File: config.mk
export PLATFORM = sky130hd
export DESIGN_NAME = sd_spi_master
export DESIGN_NICKNAME = d
export VERILOG_FILES = /design/src/rtl/sd_spi_pkg.sv /design/src/rtl/sd_spi_clkgen.sv /design/src/rtl/sd_spi_shifter.sv /design/src/rtl/sd_spi_ctrl.sv /design/src/rtl/sd_spi_master.sv
export SDC_FILE = /design/constraint.sdc
export NUM_CORES = 1
export LEC_CHECK = 0
export BUFFER_PORTS_ARGS = -buffer_cell sky130_fd_sc_hd__buf_2
export CORE_MARGIN = 5
export CORE_UTILIZATION = 55
export DETAILED_ROUTE_END_ITERATION = 12
export HOLD_SLACK_MARGIN = 0.02
export PLACE_DENSITY = 0.76
export SYNTH_ARGS = -nofsm -noshare
export SYNTH_HDL_FRONTEND = slang
export SYNTH_SLANG_ARGS = --single-unit
export TNS_END_PERCENT = 5
File: constraint.sdc
create_clock -name clk -period 2.65 [get_ports clk]
set_clock_uncertainty 0.15 [all_clocks]
set_input_delay 0.3975 -clock clk [delete_from_list [all_inputs] [get_ports clk]]
set_output_delay 0.3975 -clock clk [all_outputs]
set_load 0.05 [all_outputs]
File: src/rtl/sd_spi_pkg.sv
package sd_spi_pkg;
    typedef enum logic {
        REG_DATA = 1'b0,
        REG_CTRL = 1'b1
    } reg_sel_e;

    localparam int CTRL_SELECT_BIT = 0;
    localparam int CTRL_RATE_BIT   = 1;
endpackage

File: src/rtl/sd_spi_clkgen.sv
module sd_spi_clkgen #(
    parameter int FAST_DIV = 2,
    parameter int SLOW_DIV = 64
) (
    input  logic clk,
    input  logic rst_n,
    input  logic load,
    input  logic slow_sel,
    input  logic run,
    output logic tick
);
    localparam int FAST_HALF = FAST_DIV / 2;
    localparam int SLOW_HALF = SLOW_DIV / 2;
    localparam int CW        = (SLOW_HALF > 1) ? $clog2(SLOW_HALF) : 1;
    localparam logic [CW-1:0] FAST_LOAD = CW'(FAST_HALF - 1);
    localparam logic [CW-1:0] SLOW_LOAD = CW'(SLOW_HALF - 1);

    typedef struct packed {
        logic [CW-1:0] cnt;
        logic          slow;
    } gen_t;

    gen_t st_d, st_q;

    always_comb begin
        st_d = st_q;
        if (load) begin
            st_d.slow = slow_sel;
            st_d.cnt  = slow_sel ? SLOW_LOAD : FAST_LOAD;
        end else if (run) begin
            if (st_q.cnt == '0) begin
                st_d.cnt = st_q.slow ? SLOW_LOAD : FAST_LOAD;
            end else begin
                st_d.cnt = st_q.cnt - 1'b1;
            end
        end
    end

    always_ff @(posedge clk or negedge rst_n) begin
        if (!rst_n) begin
            st_q <= '0;
        end else begin
            st_q <= st_d;
        end
    end

    assign tick = run && (st_q.cnt == '0);


    rate_hold_chk: assert property (@(posedge clk) disable iff (!rst_n)
        (run && !load) |=> $stable(st_q.slow));


    cnt_range_chk: assert property (@(posedge clk) disable iff (!rst_n)
        (!st_q.slow && run && !load) |-> (st_q.cnt <= FAST_LOAD));
endmodule

File: src/rtl/sd_spi_shifter.sv
module sd_spi_shifter #(
    parameter int DATA_W = 8
) (
    input  logic              clk,
    input  logic              rst_n,
    input  logic              start,
    input  logic [DATA_W-1:0] tx_byte,
    input  logic              tick,
    input  logic              miso,
    output logic              busy,
    output logic              sck,
    output logic              mosi,
    output logic [DATA_W-1:0] rx_byte
);
    localparam int BW = (DATA_W > 1) ? $clog2(DATA_W) : 1;
    localparam logic [BW-1:0] LAST_BIT = BW'(DATA_W - 1);

    typedef struct packed {
        logic              active;
        logic              sck;
        logic [BW-1:0]     bits;
        logic [DATA_W-1:0] tx;
        logic [DATA_W-1:0] rx;
    } shf_t;

    shf_t st_d, st_q;

    always_comb begin
        st_d = st_q;
        if (!st_q.active) begin
            if (start) begin
                st_d.active = 1'b1;
                st_d.sck    = 1'b0;
                st_d.bits   = '0;
                st_d.tx     = tx_byte;
            end
        end else if (tick) begin
            if (!st_q.sck) begin
                st_d.sck = 1'b1;
                st_d.rx  = {st_q.rx[DATA_W-2:0], miso};
            end else begin
                st_d.sck = 1'b0;
                if (st_q.bits == LAST_BIT) begin
                    st_d.active = 1'b0;
                end else begin
                    st_d.bits = st_q.bits + 1'b1;
                    st_d.tx   = {st_q.tx[DATA_W-2:0], 1'b1};
                end
            end
        end
    end

    always_ff @(posedge clk or negedge rst_n) begin
        if (!rst_n) begin
            st_q <= '0;
        end else begin
            st_q <= st_d;
        end
    end

    assign busy    = st_q.active;
    assign sck     = st_q.sck;
    assign mosi    = st_q.active ? st_q.tx[DATA_W-1] : 1'b1;
    assign rx_byte = st_q.rx;


    idle_sck_chk: assert property (@(posedge clk) disable iff (!rst_n)
        !st_q.active |-> !st_q.sck);


    mosi_stable_chk: assert property (@(posedge clk) disable iff (!rst_n)
        (st_q.active && $past(st_q.active) && !$fell(st_q.sck)) |-> $stable(mosi));


    start_ignored_chk: assert property (@(posedge clk) disable iff (!rst_n)
        (st_q.active && start && !tick) |=> (st_q.tx == $past(st_q.tx)));
endmodule

File: src/rtl/sd_spi_ctrl.sv
module sd_spi_ctrl #(
    parameter int DATA_W = 8
) (
    input  logic              clk,
    input  logic              rst_n,
    input  logic              wr,
    input  logic              sel,
    input  logic [1:0]        wbits,
    input  logic              busy,
    input  logic [DATA_W-1:0] rx_byte,
    output logic              slow,
    output logic              cs_n,
    output logic [DATA_W-1:0] rdata
);
    import sd_spi_pkg::*;

    typedef struct packed {
        logic select;
        logic rate;
    } ctl_t;

    ctl_t st_d, st_q;

    always_comb begin
        st_d = st_q;
        if (wr && (reg_sel_e'(sel) == REG_CTRL)) begin
            st_d.select = wbits[CTRL_SELECT_BIT];
            st_d.rate   = wbits[CTRL_RATE_BIT];
        end
    end

    always_ff @(posedge clk or negedge rst_n) begin
        if (!rst_n) begin
            st_q <= '0;
        end else begin
            st_q <= st_d;
        end
    end

    always_comb begin
        rdata = '0;
        if (reg_sel_e'(sel) == REG_CTRL) begin
            rdata[CTRL_SELECT_BIT] = st_q.select;
            rdata[CTRL_RATE_BIT]   = st_q.rate;
            rdata[DATA_W-1]        = busy;
        end else begin
            rdata = rx_byte;
        end
    end

    assign slow = st_q.rate;
    assign cs_n = ~st_q.select;


    cs_change_chk: assert property (@(posedge clk) disable iff (!rst_n)
        !$stable(cs_n) |-> $past(wr && (reg_sel_e'(sel) == REG_CTRL)));
endmodule

File: src/rtl/sd_spi_master.sv
module sd_spi_master #(
    parameter int DATA_W   = 8,
    parameter int FAST_DIV = 2,
    parameter int SLOW_DIV = 64
) (
    input  logic              clk,
    input  logic              rst_n,
    input  logic              reg_wr,
    input  logic              reg_sel,
    input  logic [DATA_W-1:0] reg_wdata,
    output logic [DATA_W-1:0] reg_rdata,
    output logic              spi_sck,
    output logic              spi_mosi,
    input  logic              spi_miso,
    output logic              spi_cs_n
);
    import sd_spi_pkg::*;

    logic              busy;
    logic              slow;
    logic              tick;
    logic              launch;
    logic              data_wr;
    logic [DATA_W-1:0] rx_byte;

    assign data_wr = reg_wr && (reg_sel_e'(reg_sel) == REG_DATA);
    assign launch  = data_wr && !busy;

    sd_spi_ctrl #(.DATA_W(DATA_W)) u_ctrl (
        .clk     (clk),
        .rst_n   (rst_n),
        .wr      (reg_wr),
        .sel     (reg_sel),
        .wbits   (reg_wdata[1:0]),
        .busy    (busy),
        .rx_byte (rx_byte),
        .slow    (slow),
        .cs_n    (spi_cs_n),
        .rdata   (reg_rdata)
    );

    sd_spi_clkgen #(.FAST_DIV(FAST_DIV), .SLOW_DIV(SLOW_DIV)) u_clkgen (
        .clk      (clk),
        .rst_n    (rst_n),
        .load     (launch),
        .slow_sel (slow),
        .run      (busy),
        .tick     (tick)
    );

    sd_spi_shifter #(.DATA_W(DATA_W)) u_shifter (
        .clk     (clk),
        .rst_n   (rst_n),
        .start   (data_wr),
        .tx_byte (reg_wdata),
        .tick    (tick),
        .miso    (spi_miso),
        .busy    (busy),
        .sck     (spi_sck),
        .mosi    (spi_mosi),
        .rx_byte (rx_byte)
    );


    busy_rise_chk: assert property (@(posedge clk) disable iff (!rst_n)
        $rose(busy) |-> $past(launch));


    busy_start_chk: assert property (@(posedge clk) disable iff (!rst_n)
        launch |=> busy);
endmodule

==> impl_metrics.toml <==
[die]
die_h_um = 61.1
core_um2 = 2480
start_util_pct = 57.9
io_pins = 24
die_x_um = 61.1
dieArea_um2 = 3730
rows = 18

[yosys]
syn_area_um2 = 1440
synth-seq-area-share_pct = 50.6
synth_top_family_by_area = "simple AND/OR/NAND/NOR gates"
yosys.area_share.simple_pct = 15.2
syn_nets = 135
synth_seq_cells = 29
synth-main-ff-cell = "dfrtp_1"
synth_cell_types = 34
synth_mux_area_share_pct = 14.5
synth-adder-area-share_pct = 2.62
yosysMostFrequentCell = "dfrtp_1"
syn_area_per_cell_um2 = 12.1
synth_area_leaders = "dfrtp_1 (51%), mux2_4 (8.4%), a221o_1 (4.9%)"
syn_inst = 119
synth_area_leader_cell = "dfrtp_1"
synth_xor_area_share_pct = 0.610
synth_warnings = 0
synth_edf_count = 0
yosys-top-cells-count = "dfrtp_1 (29), mux2_4 (8), nand2_1 (8), a221o_1 (7), and2_1 (7)"
synth_compound_area_share_pct = 13.2
synth_top_area_share_pct = 50.6
async_reset_ff_share_pct = 100

[clock_tree]
clk_pin_slew_ns = 0.10
cts_tree = "done"
clk_path_buf_depth = 2
numCtsBuffers = 5
clock_latency_ns = 0.33
h-tree-depth = 2
cts_setup_buffers = 0
holdBufCountCts = 1
cts_resized = 0
root_buffer = "clkbuf_4"
clock_sinks = 29

[grt]
antenna_found_initial = 0
grt_max_degree = 30
grt_pass1_wl_um = 4790
grt_usage_pct = 17.5
grt.overflow.total = 0
grt_pass1_vias = 1056

[power]
ir_worst_vdd_mv = 0.865
power_frac_comb_pct = 35.6
pwr-share-clk_pct = 23.3
p_switching_mw = 0.683
intPower_mw = 1.25
power_density_nw_per_um2 = 1140
switching_share_pct = 35.3
fin_total_pwr_mw = 1.93
power.leakage_nw = 0.822
seq_power_share_pct = 41.1

[timing]
max_freq_mhz = 423
relSlewSlack_pct = 50.2
fin_crit_ns = 2.36
drv_slew = 0
hold_viol = 0
setup-violations-final = 0
worst_pin_slew_ns = 0.736
setup-tns-final_ns = 0
rsz0062_at_grt = "no"
period_share_pct = 89.2

[worst_setup_path]
arrival_ns = 2.42
critPathMaxFanout = 9
rrSetupSlack_ns = 0.29
start_kind = "register"
crit-reg2reg-launch = "u_clkgen.st_q[1]"
crit_type = "reg2reg"
r2r_cells = 5
cp-end-kind = "register"
r2r-end = "u_shifter.rx_byte[4]"
cp.required_ns = 2.71

[final_layout]
postLayoutCellArea_um2 = 1690
syn_to_final_growth_pct = 17.7
ff_latch_area_um2 = 726
n_antenna_cell = 0
drive_above_1_share_pct = 32.4
multiInputGateArea_um2 = 661
fillers = 186
fin_nets = 163

[drt]
first_iter_violations = 53
num_vias = 1032
viasPerCell = 5.80
dr.pass1.iters = 4
drt_wl_total_um = 2620
routedWlPerCell_um = 14.7
drc_errors = 0
route.antenna.remaining_nets = 0

[run_status]
outcome = "complete, no violations"

[placement]
portBuffers = 23
place_congestion = 0.745
hpwl_um = 1860
post_dp_cell_area_um2 = 1580

[hold_path]
hold_path_startpoint = "spi_miso"
min_to = "u_shifter.rx_byte[0]"
min_path_type = "in2reg"
hold_depth = 2

[run]
cap_violations = 0
cell families after synthesis:
logic type                 Yosys count
AOI/OAI and AO/OA                   23
DFF                                 29
and+or+nand+nor                     37
muxes                               16
xor gates and xnor gates             1
adders and majority gates            3
buffers and inverters               10
through the flow:
stage	util (%)	worst slack, ns	hold slack [ns]	instances
final	68.2	0.286	0.159	178
after global routing	68.2	0.180	0.144	178
after CTS	68.2	0.283	0.142	178
after detailed placement	63.6	0.321	0.308	169
after global placement	63.6	0.347	0.299	169
after floorplan	-	0.419	-0.0481	119
registers in the layout, summed over array words and instances (netlist names):
signal and flops:
u_shifter.busy 1, u_ctrl.slow 1, u_ctrl.st_q 1, u_shifter.st_q 11, u_shifter.sck 1, u_shifter.rx_byte 8, u_clkgen.st_q 6
how the worst max path moves through the flow:
| stage | slack [ns] | startpoint | end |
|---|---|---|---|
| after floorplan | 0.42 | u_clkgen.st_q[1] | u_shifter.rx_byte[0] |
| after global placement | 0.35 | u_clkgen.st_q[1] | u_shifter.rx_byte[3] |
| after detailed placement | 0.32 | u_clkgen.st_q[1] | u_shifter.rx_byte[7] |
| after CTS | 0.28 | u_clkgen.st_q[1] | u_shifter.rx_byte[4] |
| after global routing | 0.18 | u_clkgen.st_q[1] | u_shifter.rx_byte[0] |
| final | 0.29 | u_clkgen.st_q[1] | u_shifter.rx_byte[4] |
power groups by stage:
stage	logic [mW]	registers, mW	clock network [mW]
6_report	0.688	0.795	0.451
5_1_grt	0.749	0.824	0.480
4_1_cts	0.696	0.792	0.462
3_5_place_dp	0.692	0.801	0
3_3_place_gp	0.675	0.791	0
2_1_floorplan	0.571	0.763	0
layout make-up:
| class | count | area share, % |
|---|---|---|
| clock buffer | 5 | 2.22 |
| tap | 30 | 2.22 |
| multi-input combinational | 80 | 39.1 |
| timing repair buffer | 27 | 8.74 |
| clock inverter | 3 | 3.85 |
| sequential | 29 | 43.0 |
| inverter | 4 | 0.889 |
metal layers:
layer	routed length, um	track usage (%)
met3	125	5.87
met2	1210	27.6
met5	0	0
met1	1260	22.7
met4	25	5.88
cells in the final DEF (no fill, tap or decap), types with 3 or more instances in the layout:
| master | n |
|---|---|
| a211oi_1 | 4 |
| dfrtp_1 | 29 |
| nor2b_1 | 5 |
| clkbuf_4 | 5 |
| ha_1 | 3 |
| buf_2 | 23 |
| buf_4 | 3 |
| nand2_1 | 8 |
| inv_1 | 4 |
| mux2_4 | 8 |
| mux2_2 | 6 |
| nand2b_1 | 5 |
| a221o_1 | 7 |
| and2_1 | 7 |
| nor3_1 | 3 |
worst max-delay path, stage by stage, from the launching register on:
cell and delay, ns:
dfrtp_1 0.41, inv_1 0.08, ha_1 0.22, or4b_1 0.47, or3_1 0.55, mux2_4 0.38
Power figures use the tool's default switching activity.
